**config.mk**
```make
export PLATFORM = sky130hd
export DESIGN_NAME = iir3_filter
export DESIGN_NICKNAME = d
export VERILOG_FILES = /design/src/rtl/iir3_pkg.sv /design/src/rtl/iir3_rst_sync.sv /design/src/rtl/iir3_place.sv /design/src/rtl/iir3_tap.sv /design/src/rtl/iir3_filter.sv
export SDC_FILE = /design/constraint.sdc
export NUM_CORES = 1
export LEC_CHECK = 0
export BUFFER_PORTS_ARGS = -buffer_cell sky130_fd_sc_hd__buf_2
export CAP_MARGIN = 20
export CORE_ASPECT_RATIO = 2
export CORE_MARGIN = 8
export CORE_UTILIZATION = 59
export DETAILED_ROUTE_END_ITERATION = 10
export PLACE_DENSITY = 0.78
export SYNTH_ARGS = -nofsm -noshare
export SYNTH_HDL_FRONTEND = slang
export SYNTH_SLANG_ARGS = --single-unit
```
**constraint.sdc**
```tcl
create_clock -name clk -period 3.1 [get_ports clk]
set_clock_uncertainty 0.1 [all_clocks]
set_input_delay 0.155 -clock clk [delete_from_list [all_inputs] [get_ports clk]]
set_output_delay 0.155 -clock clk [all_outputs]
set_load 0.01 [all_outputs]
```
**src/rtl/iir3_pkg.sv**
```systemverilog
`timescale 1ns/1ps
package iir3_pkg;
  localparam int WORD_W    = 16;
  localparam int COEF_W    = 7;
  localparam int COEF_FRAC = COEF_W - 1;
  localparam int GUARD_HI  = 2;
  localparam int GUARD_LO  = 3;
  localparam int TAPS      = 3;
  localparam int SLOT_W    = WORD_W - GUARD_HI - GUARD_LO;
  localparam int PROD_W    = WORD_W + COEF_W;

  typedef logic signed [WORD_W-1:0] node_t;
  typedef logic signed [COEF_W-1:0] coef_t;
endpackage

```
**src/rtl/iir3_rst_sync.sv**
```systemverilog
`timescale 1ns/1ps
module iir3_rst_sync #(
  parameter int STAGES = 2
) (
  input  logic clk,
  input  logic rst_n,
  output logic rst_core_n
);
  logic [STAGES-1:0] sync_q;
  logic [STAGES-1:0] sync_d;

  always_comb begin
    sync_d = {sync_q[STAGES-2:0], 1'b1};
  end

  always_ff @(posedge clk or negedge rst_n) begin
    if (!rst_n) begin
      sync_q <= '0;
    end else begin
      sync_q <= sync_d;
    end
  end

  assign rst_core_n = sync_q[STAGES-1];
endmodule

```
**src/rtl/iir3_place.sv**
```systemverilog
`timescale 1ns/1ps
module iir3_place import iir3_pkg::*; #(
  parameter int IN_W = 8
) (
  input  logic signed [IN_W-1:0] in_data,
  output node_t                  placed
);
  // samples wider than the free slot lose their low bits (floor)
  localparam int DROP = (IN_W > SLOT_W) ? (IN_W - SLOT_W) : 0;

  always_comb begin
    placed = node_t'(in_data >>> DROP) <<< GUARD_LO;
  end
endmodule

```
**src/rtl/iir3_tap.sv**
```systemverilog
`timescale 1ns/1ps
module iir3_tap import iir3_pkg::*; (
  input  coef_t k,
  input  node_t d,
  output node_t p
);
  logic signed [PROD_W-1:0] full;

  always_comb begin
    full = k * d;
    // arithmetic shift drops the fraction: rounds toward minus infinity
    p = node_t'(full >>> COEF_FRAC);
  end
endmodule

```
**src/rtl/iir3_filter.sv**
```systemverilog
`timescale 1ns/1ps
module iir3_filter import iir3_pkg::*; #(
  parameter int IN_W = 8
) (
  input  logic                     clk,
  input  logic                     rst_n,
  input  logic                     in_valid,
  input  logic signed [IN_W-1:0]   in_data,
  input  logic signed [COEF_W-1:0] fb_k1,
  input  logic signed [COEF_W-1:0] fb_k2,
  input  logic signed [COEF_W-1:0] fb_k3,
  output logic                     out_valid,
  output logic signed [WORD_W-1:0] out_data
);
  logic  rst_core_n;
  coef_t coef  [TAPS];
  node_t dly_q [TAPS];
  node_t dly_d [TAPS];
  node_t prod  [TAPS];
  node_t placed;
  node_t acc;
  logic  vld_q;
  logic  vld_d;

  iir3_rst_sync #(.STAGES(2)) u_rst (
    .clk        (clk),
    .rst_n      (rst_n),
    .rst_core_n (rst_core_n)
  );

  iir3_place #(.IN_W(IN_W)) u_place (
    .in_data (in_data),
    .placed  (placed)
  );

  assign coef[0] = fb_k1;
  assign coef[1] = fb_k2;
  assign coef[2] = fb_k3;

  generate
    for (genvar t = 0; t < TAPS; t++) begin : g_tap
      iir3_tap u_tap (
        .k (coef[t]),
        .d (dly_q[t]),
        .p (prod[t])
      );
    end
  endgenerate

  // feedback sum, wraps in the 16-bit word
  always_comb begin
    acc = placed;
    for (int i = 0; i < TAPS; i++) begin
      acc = acc - prod[i];
    end
  end

  // next state of the history chain and strobe
  always_comb begin
    vld_d    = in_valid;
    dly_d[0] = acc;
    for (int i = 1; i < TAPS; i++) begin
      dly_d[i] = dly_q[i-1];
    end
  end

  always_ff @(posedge clk or negedge rst_core_n) begin
    if (!rst_core_n) begin
      vld_q <= 1'b0;
    end else begin
      vld_q <= vld_d;
    end
  end

  always_ff @(posedge clk or negedge rst_core_n) begin
    if (!rst_core_n) begin
      for (int i = 0; i < TAPS; i++) begin
        dly_q[i] <= '0;
      end
    end else if (in_valid) begin
      for (int i = 0; i < TAPS; i++) begin
        dly_q[i] <= dly_d[i];
      end
    end
  end

  assign out_valid = vld_q;
  assign out_data  = dly_q[0];
endmodule

```
== Yosys cells after proc, flatten, opt, wreduce, memory -nomap -nowiden ==
Index checks and enable logic that the tools add are counted.

* Bits of input ports: 32
* Bits in registers: 51
* Logic and storage cells: 11

* Multiply operators: 3
* Add/sub/neg operators: 3

{| class="wikitable"
|+ Operators by type and width
! kind !! count
|-
| multiplier 7 x 16 -> 22 bit || 3
|-
| subtractor 16 bit || 2
|-
| subtractor 11 x 16 -> 16 bit || 1
|}

== Longest topological paths before layout ==
Gate-level depths: netlist of run 1.

* Depth in word-level cells: 4
* Mapped depth: 33
* Depth with buffers taken out: 33

== Hierarchy ==
A second synthesis of run 1 with hierarchy kept.

* Cells, all modules: 1,707
* Area, all modules: 15,222.1 um^2

{| class="wikitable"
|+ Modules (own cells, without submodules)
! module !! cells each !! instances !! area an instance (um^2) !! seq. area each (um^2)
|-
| iir3_tap at g_tap[1].u_tap || 452 || 1 || 3,824.9 || 0.0
|-
| iir3_tap at g_tap[0].u_tap || 445 || 1 || 3,777.4 || 0.0
|-
| iir3_tap at g_tap[2].u_tap || 426 || 1 || 3,756.1 || 0.0
|-
| iir3_filter || 364 || 1 || 3,686.0 || 1,226.2
|-
| iir3_place || 17 || 1 || 123.9 || 0.0
|-
| iir3_rst_sync || 3 || 1 || 53.8 || 50.0
|}

== Worst setup path before layout of run 1 ==
No wires, ideal clock.

* Path type: reg2reg
* Start: reg dly_q, in the netlist out_data[6]
* End: reg dly_q, in the netlist out_data[15]
* Library setup time: 0.077 ns
* Cell stages (with the launch flop): 34
* Period minus slack after synthesis: 7.956 ns
* Setup slack: -4.856 ns
* Data arrival time: 7.778 ns
* Data required time: 2.923 ns
* Cells stage by stage: dfrtp_1 > clkbuf_1 > nand2_1 > fa_1 > inv_1 > fa_1 > fa_1 > inv_1 > fa_1 > inv_1 > ha_1 > a21o_1 > a221oi_1 > a21boi_1 > inv_1 > a21oi_1 > nor2b_1 > o21a_1 > or2_2 > fa_1 > inv_1 > fa_1 > inv_1 > ha_1 > o21a_1 > o31a_1 > o211ai_1 > a21oi_1 > a2111oi_0 > o31ai_1 > xnor2_1 > xnor2_1 > xnor3_1 > a21oi_1

* Word-level cells in the longest chain between the ends: 4

{| class="wikitable"
|+ RTL lines
! item !! RTL line !! text
|-
| start: declaration || iir3_filter.sv:17 || <nowiki>node_t dly_q [TAPS];</nowiki>
|-
| start signal: indexed assignment || iir3_filter.sv:82 || <nowiki>dly_q[i] <= dly_d[i];</nowiki>
|-
| multiplier 7 x 16 -> 22 bit || iir3_tap.sv:10 || <nowiki>full = k * d;</nowiki>
|-
| subtractor 11 x 16 -> 16 bit || iir3_filter.sv:54 || <nowiki>acc = acc - prod[i];</nowiki>
|-
| subtractor 16 bit (2 in a row) || iir3_filter.sv:54 ||
|}

No other way between the ends.
A chain may end at the register's enable or synchronous reset.

== Final worst setup path of run 1 ==
* Start: reg dly_q, in the netlist out_data[3]
* End: reg dly_q, in the netlist out_data[15]

Same word-level chain as after synthesis.

==> flow_metrics.py, run 1 <==
metrics = {
    "finish": {
        "synthToLayoutAreaGrowth_pct": 25.1,
        "design_area_sq_um": 17800,
        "antennaDiodeCount": 0,
        "drive_gt1_frac": 0.292,
        "nets": 2301,
    },
    "floorplan": {
        "dieArea_sq_um": 29600,
        "fp.dieH_microns": 235,
        "rows": 80,
        "io_pins": 49,
        "core_region_area_sq_um": 23700,
        "die_width_microns": 126,
        "initial_utilization": 0.599,
    },
    "worst_setup_path": {
        "r2r_setup_slack_ns": -5.05,
        "setup.worst_path.start_class": "register",
        "cpMostUsedCell": "fa_1",
        "r2r-end": "out_data[15]",
        "timing.rr.start": "out_data[3]",
        "cp-end-kind": "register",
        "slowest_stage": "fa_1",
        "worstPathArrival_ns": 8.31,
        "startpoint": "out_data[3]",
        "slowest_delay_ns": 0.55,
        "crit_path_max_fanout": 6,
        "required_ns": 3.26,
        "reg2reg_depth": 31,
        "path_class": "register to register",
    },
    "timing": {
        "max_slew_margin": 0.604,
        "worst_slack_ns": -5.05,
        "setup_viol": 16,
        "drv_slew": 0,
        "min_period_ns": 8.15,
        "period_share": 2.63,
        "final_hold_viol_count": 0,
        "worst_slew_pin_slew_ns": 0.594,
        "max_freq_mhz": 123,
        "rsz0062_at_grt": "yes",
    },
    "synth": {
        "netlist_instances": 1555,
        "synth.avg_cell_area_sq_um": 9.14,
        "syn-num-nets": 1995,
        "netlist_top_cells_count": "401 x inv_1, 267 x fa_1, 179 x and2_1",
        "syn_area_sq_um": 14200,
        "ys_ff_latch": 51,
        "synth_top_area_share": 0.376,
        "yosysWarnings": 0,
        "yosysMostFrequentCell": "inv_1",
        "synth-edff-count": 0,
        "yosysTopAreaCell": "fa_1",
        "ys_seq_area_frac": 0.0898,
        "synth_flop_cell": "dfrtp_1",
        "ys_types": 54,
        "synthTopCellsByArea": "fa_1 38%, ha_1 12%, inv_1 11%, dfrtp_1 9.0%, and2_1 7.9%",
        "async_flop_share": 1.00,
    },
    "route": {
        "wl_per_cell_microns": 19.1,
        "via_per_inst": 5.59,
        "postRouteAntennaNets": 0,
        "drcViolationCount": 0,
        "drt-initial-drc-count": 566,
        "first_pass_iters": 5,
        "totalWireLength_microns": 41200,
        "num_vias": 12000,
    },
    "clocking": {
        "clock-sinks": 51,
        "insertion_delay_ns": 0.33,
        "clk_path_buf_depth": 2,
        "numCtsBuffers": 5,
        "cts_tree": "done",
        "h-tree-depth": 2,
        "path_clk_slew_ns": 0.09,
        "clock-root-buffer": "clkbuf_16",
    },
    "min_path": {
        "hold_path_class": "primary input to asynchronous set/reset pin",
    },
    "status": {
        "violations": "setup timing",
        "outcome": "finished with violations",
    },
    "grt": {
        "grtUsageTotal": 0.272,
        "grt_first_pass_wirelength_microns": 64300,
        "grt_pass1_vias": 14000,
        "grt_max_degree": 32,
        "grt_overflow": 0,
        "grt_antenna_before_repair": 0,
    },
    "place": {
        "dpl_cell_area_sq_um": 16900,
        "place.gp.congestion": 0.883,
        "portBuffers": 48,
        "dp_hpwl_microns": 31700,
    },
    "flow_run": {
        "max_cap_violations": 0,
    },
}
-- sequential cells by signal, summed over array words and instances, names as in the netlist --
register,flops
dly_d,16
out_data,16
dly_q,16
u_rst.sync_q,2
out_valid,1
-- layout make-up --
cell class                      instances  area [sq um]
Tap cell                              287           359
Sequential cell                        51          1290
Clock inverter                          3          27.5
Fill cell                            1532          5940
Multi-Input combinational cell       1051         11900
Inverter                              404          1520
Timing Repair Buffer                  348          2540
Clock buffer                            5           125
-- per-stage QoR --
step	hold WS [ns]	worst slack [ns]	TNS, ns	util	instances
floorplan	-0.241	-4.11	-47.50	-	1555
global placement	-0.160	-4.55	-53.77	0.713	2116
finish	0.0477	-5.05	-59.91	0.749	2149
CTS	0.0395	-4.45	-53.97	0.741	2142
detailed placement	-0.159	-4.73	-55.61	0.713	2116
global route	0.0539	-5.35	-62.86	0.749	2149
-- kinds of logic (layout without fill, tap and decap cells) --
kind of cell / count (synthesis) / in the layout / synth area share
adder cells (fa/ha/maj): 408 / 408 / 0.500
AO/OA/AOI/OAI: 100 / 100 / 0.0486
multiplexers: 41 / 41 / 0.0324
XOR/XNOR: 79 / 79 / 0.0497
buffers and inverters: 453 / 760 / 0.124
AND/OR/NAND/NOR: 422 / 422 / 0.155
other: 1 / 1 / 0.000264
flip-flops: 51 / 51 / 0.0898
-- worst max-delay path by stage --
stage                   endpoint  slack (ns)
global route        out_data[15]       -5.35
detailed placement  out_data[15]       -4.73
global placement    out_data[15]       -4.55
finish              out_data[15]       -5.05
floorplan           out_data[15]       -4.11
CTS                 out_data[15]       -4.45
-- routing by layer --
layer	vias up	global-route usage	wire length, microns
li1	5213	-	-
met1	6003	0.255	13300
met2	513	0.541	23000
met3	277	0.0265	1680
met4	0	0.172	3170
met5	-	0	0
-- critical path: cells and delay by family, from the launching register on --
family | cells | cell delay (ns)
AND/OR/NAND/NOR | 4 | 0.78
adder cells (fa/ha/maj) | 8 | 3.43
flip-flops | 1 | 0.48
XOR/XNOR | 4 | 0.98
buffers and inverters | 7 | 0.72
AO/OA/AOI/OAI | 8 | 1.58
-- timing repair --
action	4_1_cts	5_1_grt
hold buffers	1	0
setup buffers	25	14
hold endpoints to repair	2	0
resized for setup	82	43
pin swaps	44	33
setup endpoints to repair	16	16
-- layout by cell type, fill, tap and decap left out, types with 6 or more instances in the layout --
master | Yosys | layout
a21o_1 | 15 | 15
a21oi_1 | 33 | 14
a21oi_2 | 0 | 18
and2_1 | 179 | 169
and2_4 | 0 | 10
buf_2 | 1 | 48
buf_4 | 16 | 286
buf_6 | 0 | 13
dfrtp_1 | 51 | 42
dfrtp_2 | 0 | 9
fa_1 | 267 | 262
ha_1 | 141 | 118
ha_4 | 0 | 20
inv_1 | 401 | 380
inv_2 | 2 | 22
mux2_2 | 40 | 32
mux2_4 | 0 | 8
nand2_1 | 114 | 111
nand2b_1 | 22 | 22
nand3_1 | 9 | 9
nor2_1 | 56 | 48
nor2b_1 | 7 | 6
nor3_1 | 10 | 6
o21a_1 | 7 | 6
o21ai_0 | 13 | 6
xnor2_1 | 60 | 53
xor2_1 | 18 | 17
Power of run 1 is not shown: default switching activity piles up to over one toggle a cycle in this logic, so the estimate is an artifact.
==> run 2, diff against run 1 <==
Settings changed: RECOVER_POWER set to 25.
==> run 2 against run 1 <==
The flow still finishes with violations (setup timing). Worst setup slack about the same. Cell count unchanged. Non-clock buffer count unchanged. Register-to-register slack about the same. Via count about the same. First-iteration DRC count unchanged. Count of clock-buffer cells in the layout unchanged. Hold slack worse by 0.00053 ns. Largest cell class unchanged. Critical path type unchanged. Global-route usage unchanged. Routed wire length about the same. Highest routed layer unchanged. Design area about the same.
==> flow_metrics.py, run 2 (synthesis gave the netlist of run 1 again) <==
metrics = {
    "status": {
        "outcome": "finished with violations",
        "violations": "setup timing",
    },
    "grt": {
        "grt_pass1_vias": 14000,
        "grt_antenna_before_repair": 0,
        "grt_max_degree": 32,
        "met2_usage": 0.541,
        "grtUsageMet3": 0.0265,
        "gr-max-usage-layer": "met2",
        "grtUsageTotal": 0.272,
        "use_met1": 0.255,
        "grt_overflow": 0,
        "grt_first_pass_wirelength_microns": 64300,
    },
    "timing": {
        "max_slew_margin": 0.605,
        "worst_slack_ns": -5.05,
        "drv_slew": 0,
        "fin_setup_tns_ns": -59.91,
        "max_freq_mhz": 123,
        "period_share": 2.63,
        "final_hold_viol_count": 0,
        "worst_slew_pin_slew_ns": 0.593,
        "min_period_ns": 8.15,
        "setup_viol": 16,
        "rsz0062_at_grt": "yes",
    },
    "route": {
        "totalWireLength_microns": 41200,
        "num_vias": 12000,
        "drt-initial-drc-count": 566,
        "wl_per_cell_microns": 19.2,
        "first_pass_iters": 5,
        "via_per_inst": 5.59,
        "drcViolationCount": 0,
        "postRouteAntennaNets": 0,
    },
    "finish": {
        "antennaDiodeCount": 0,
        "fin_cells": 2149,
        "drive_gt1_frac": 0.292,
        "final_util": 0.749,
        "final_common_cell": "inv_1",
        "multi_input_area_sq_um": 11900,
        "fill_cells": 1533,
        "synthToLayoutAreaGrowth_pct": 25.1,
        "layout_common_cells": "380 x inv_1, 286 x buf_4, 262 x fa_1",
        "seqCellArea_sq_um": 1290,
        "nets": 2301,
    },
    "place": {
        "portBuffers": 48,
        "post-place-cells": 2116,
        "dp_hpwl_microns": 31700,
        "place.gp.congestion": 0.883,
    },
    "clocking": {
        "cts_tree": "done",
        "h-tree-depth": 2,
        "clock-root-buffer": "clkbuf_16",
        "path_clk_slew_ns": 0.09,
        "clock-sinks": 51,
        "numCtsBuffers": 5,
        "clk_path_buf_depth": 2,
        "insertion_delay_ns": 0.33,
    },
    "worst_setup_path": {
        "crit_path_max_fanout": 6,
        "path_class": "register to register",
        "setup.worst_path.start_class": "register",
        "worstPathArrival_ns": 8.31,
        "startpoint": "out_data[3]",
        "cp-end-kind": "register",
        "required_ns": 3.26,
        "slowest_stage": "fa_1",
        "timing.rr.start": "out_data[3]",
        "cpMostUsedCell": "fa_1",
        "slowest_delay_ns": 0.55,
    },
    "floorplan": {
        "fp.dieH_microns": 235,
        "initial_utilization": 0.599,
        "core_region_area_sq_um": 23700,
        "io_pins": 49,
        "dieArea_sq_um": 29600,
        "rows": 80,
        "die_width_microns": 126,
    },
    "min_path": {
        "hold_path_class": "primary input to asynchronous set/reset pin",
    },
    "flow_run": {
        "max_cap_violations": 0,
    },
}
run 2: cell count changes in the layout (fill, tap and decap cells not counted), sizes merged:
cell	before	now
buf	347	346
clkbuf	5	6
run 2: timing repair:
| item | CTS | global route |
|---|---|---|
| buffers inserted | 25 | 14 |
| resized for setup | 82 | 43 |
| gates cloned | 0 | 0 |
| endpoints found under the setup margin | 16 | 16 |
| hold buffers | 1 | 0 |
| pin swaps | 44 | 33 |
| endpoints found under the hold margin | 2 | 0 |
run 2: path summary, 6_finish.rpt:
| kind | endpoint | slack [ns] | cells past startpoint |
|---|---|---|---|
| max in group asynchronous | dly_q[13] | 1.75 | 1 |
| worst min register to register | out_data[9] | 0.18 | 0 |
| worst max-delay path | out_data[15] | -5.05 | 31 |
| worst min-delay path | u_rst.sync_q[0] | 0.05 | 2 |
| min in group clk | dly_q[7] | 0.24 | 2 |
| worst max register to register | out_data[15] | -5.05 | 31 |
run 2: routing by layer:
layer,up-vias,wire (microns)
met1,6007,13300
met3,277,1640
met4,0,3170
met2,508,23000
met5,-,0
li1,5213,-
run 2: layout make-up:
class	count	area share
inverter	404	0.0854
timing repair buffer	348	0.143
clock buffer	5	0.00704
sequential	51	0.0724
tap	287	0.0202
clock inverter	3	0.00155
multi-input combinational	1051	0.670
run 2: metrics by stage:
stage          hold slack (ns)  setup WS [ns]  area [sq um]
6_report                0.0472          -5.05         17800
5_1_grt                 0.0608          -5.35         17800
4_1_cts                 0.0395          -4.45         17600
3_5_place_dp            -0.159          -4.73         16900
3_3_place_gp            -0.160          -4.55         16900
2_1_floorplan           -0.241          -4.11         14600
run 2: worst max-delay path: cells and delay by family, from the launching register on:
family / cells / cell delay (ns)
flip-flops: 1 / 0.48
adder cells (fa/ha/maj): 8 / 3.43
buffers and inverters: 7 / 0.72
AO/OA/AOI/OAI: 8 / 1.58
AND/OR/NAND/NOR: 4 / 0.78
XOR/XNOR: 4 / 0.98
Power of run 2 is left out for the same reason.
==> run 3, diff against run 2 <==
Settings changed: SKIP_LAST_GASP set to 1.
==> run 3 against run 2 <==
Die area unchanged. Highest routed layer unchanged. Cell count shrank 0.14%. The run still ends with setup timing left. First-iteration DRC count fell by 12%. Routed wire length down 4.8%.
==> flow_metrics.py, run 3 (synthesis gave the netlist of run 1 again) <==
metrics = {
    "clocking": {
        "numCtsBuffers": 5,
        "cts_tree": "done",
        "path_clk_slew_ns": 0.09,
        "clock-sinks": 51,
        "clock-root-buffer": "clkbuf_16",
        "clk_path_buf_depth": 2,
        "insertion_delay_ns": 0.33,
        "h-tree-depth": 2,
    },
    "finish": {
        "layout_common_cells": "385 x inv_1, 286 x buf_4, 262 x fa_1",
        "final_common_cell": "inv_1",
        "final_util": 0.746,
        "fill_cells": 1568,
        "drive_gt1_frac": 0.284,
        "nets": 2298,
        "antennaDiodeCount": 0,
        "synthToLayoutAreaGrowth_pct": 24.6,
    },
    "timing": {
        "max_freq_mhz": 129,
        "min_period_ns": 7.78,
        "final_hold_viol_count": 0,
        "setup_viol": 16,
        "period_share": 2.51,
        "worst_slew_pin_slew_ns": 1.01,
        "drv_slew": 0,
        "max_slew_margin": 0.326,
        "worst_slack_ns": -4.68,
        "rsz0062_at_grt": "yes",
    },
    "worst_setup_path": {
        "slowest_delay_ns": 0.51,
        "setup.worst_path.start_class": "register",
        "cpMostUsedCell": "fa_1",
        "timing.rr.start": "out_data[3]",
        "r2r-end": "out_data[15]",
        "path_class": "register to register",
        "required_ns": 3.26,
        "reg2reg_depth": 31,
        "crit_path_max_fanout": 6,
        "worstPathArrival_ns": 7.94,
        "slowest_stage": "fa_1",
        "cp-end-kind": "register",
        "r2r_setup_slack_ns": -4.68,
    },
    "floorplan": {
        "die_width_microns": 126,
        "fp.dieH_microns": 235,
        "rows": 80,
        "io_pins": 49,
        "core_region_area_sq_um": 23700,
        "initial_utilization": 0.599,
        "dieArea_sq_um": 29600,
    },
    "route": {
        "num_vias": 11800,
        "drt-initial-drc-count": 498,
        "first_pass_iters": 5,
        "totalWireLength_microns": 39200,
        "via_per_inst": 5.50,
        "drcViolationCount": 0,
        "postRouteAntennaNets": 0,
        "wl_per_cell_microns": 18.3,
    },
    "grt": {
        "grt_overflow": 0,
        "grt_first_pass_wirelength_microns": 63500,
        "grtUsageTotal": 0.269,
        "grt_max_degree": 32,
        "grt_pass1_vias": 13900,
        "grt_antenna_before_repair": 0,
    },
    "place": {
        "portBuffers": 48,
        "place.gp.congestion": 0.883,
        "dp_hpwl_microns": 31700,
    },
    "flow_run": {
        "max_cap_violations": 0,
    },
    "status": {
        "violations": "setup timing",
        "outcome": "finished with violations",
    },
    "min_path": {
        "hold_path_class": "primary input to asynchronous set/reset pin",
    },
}
==> run 3: through the flow <==
| step | setup TNS (ns) | worst slack, ns | cells | cell area (sq um) | hold slack [ns] |
|---|---|---|---|---|---|
| after floorplan | -47.50 | -4.11 | 1555 | 14600 | -0.241 |
| after global placement | -53.77 | -4.55 | 2116 | 16900 | -0.160 |
| after detailed placement | -55.61 | -4.73 | 2116 | 16900 | -0.159 |
| after CTS | -54.30 | -4.45 | 2142 | 17500 | 0.0395 |
| after global routing | -59.88 | -4.95 | 2146 | 17700 | 0.0643 |
| final | -56.49 | -4.68 | 2146 | 17700 | 0.0535 |
==> run 3: critical path, delay by kind of cell, from the launching register on <==
family | cells | cell delay, ns
DFF | 1 | 0.48
xor gates and xnor gates | 3 | 0.60
buffers and inverters | 5 | 0.27
and+or+nand+nor | 3 | 0.51
AOI/OAI and AO/OA | 12 | 2.32
adders and majority gates | 8 | 3.43
==> run 3: worst max-delay path by stage <==
stage | cells past startpoint | end | slack, ns | from
3_5_place_dp | 32 | out_data[15] | -4.73 | out_data[5]
4_1_cts | 31 | out_data[15] | -4.45 | out_data[2]
2_1_floorplan | 30 | out_data[15] | -4.11 | dly_d[6]
5_1_grt | 31 | out_data[15] | -4.95 | out_data[3]
3_3_place_gp | 32 | out_data[15] | -4.55 | out_data[3]
6_report | 31 | out_data[15] | -4.68 | out_data[3]
==> run 3: final cells by class <==
cell class | instances | area (sq um) | area share
inverter | 404 | 1520 | 0.0856
clock inverter | 3 | 27.5 | 0.00155
tap | 287 | 359 | 0.0203
multi-input combinational | 1051 | 11900 | 0.672
sequential | 51 | 1290 | 0.0726
clock buffer | 5 | 125 | 0.00707
timing repair buffer | 345 | 2500 | 0.141
==> run 3: per-layer routing <==
layer,global-route usage,share of wire,vias to the layer above,routed length [microns]
met5,0,0,-,0
met4,0.178,0.068,0,2670
met2,0.532,0.57,419,22500
met3,0.0263,0.031,227,1230
li1,-,-,5214,-
met1,0.250,0.33,5953,12800
==> run 3: timing repair <==
action	CTS	global route
hold buffers	1	0
resized for setup	64	37
setup endpoints to repair	16	16
pin swaps	43	32
setup buffers	25	4
endpoints found under the hold margin	2	0
Power of run 3 is left out for the same reason.
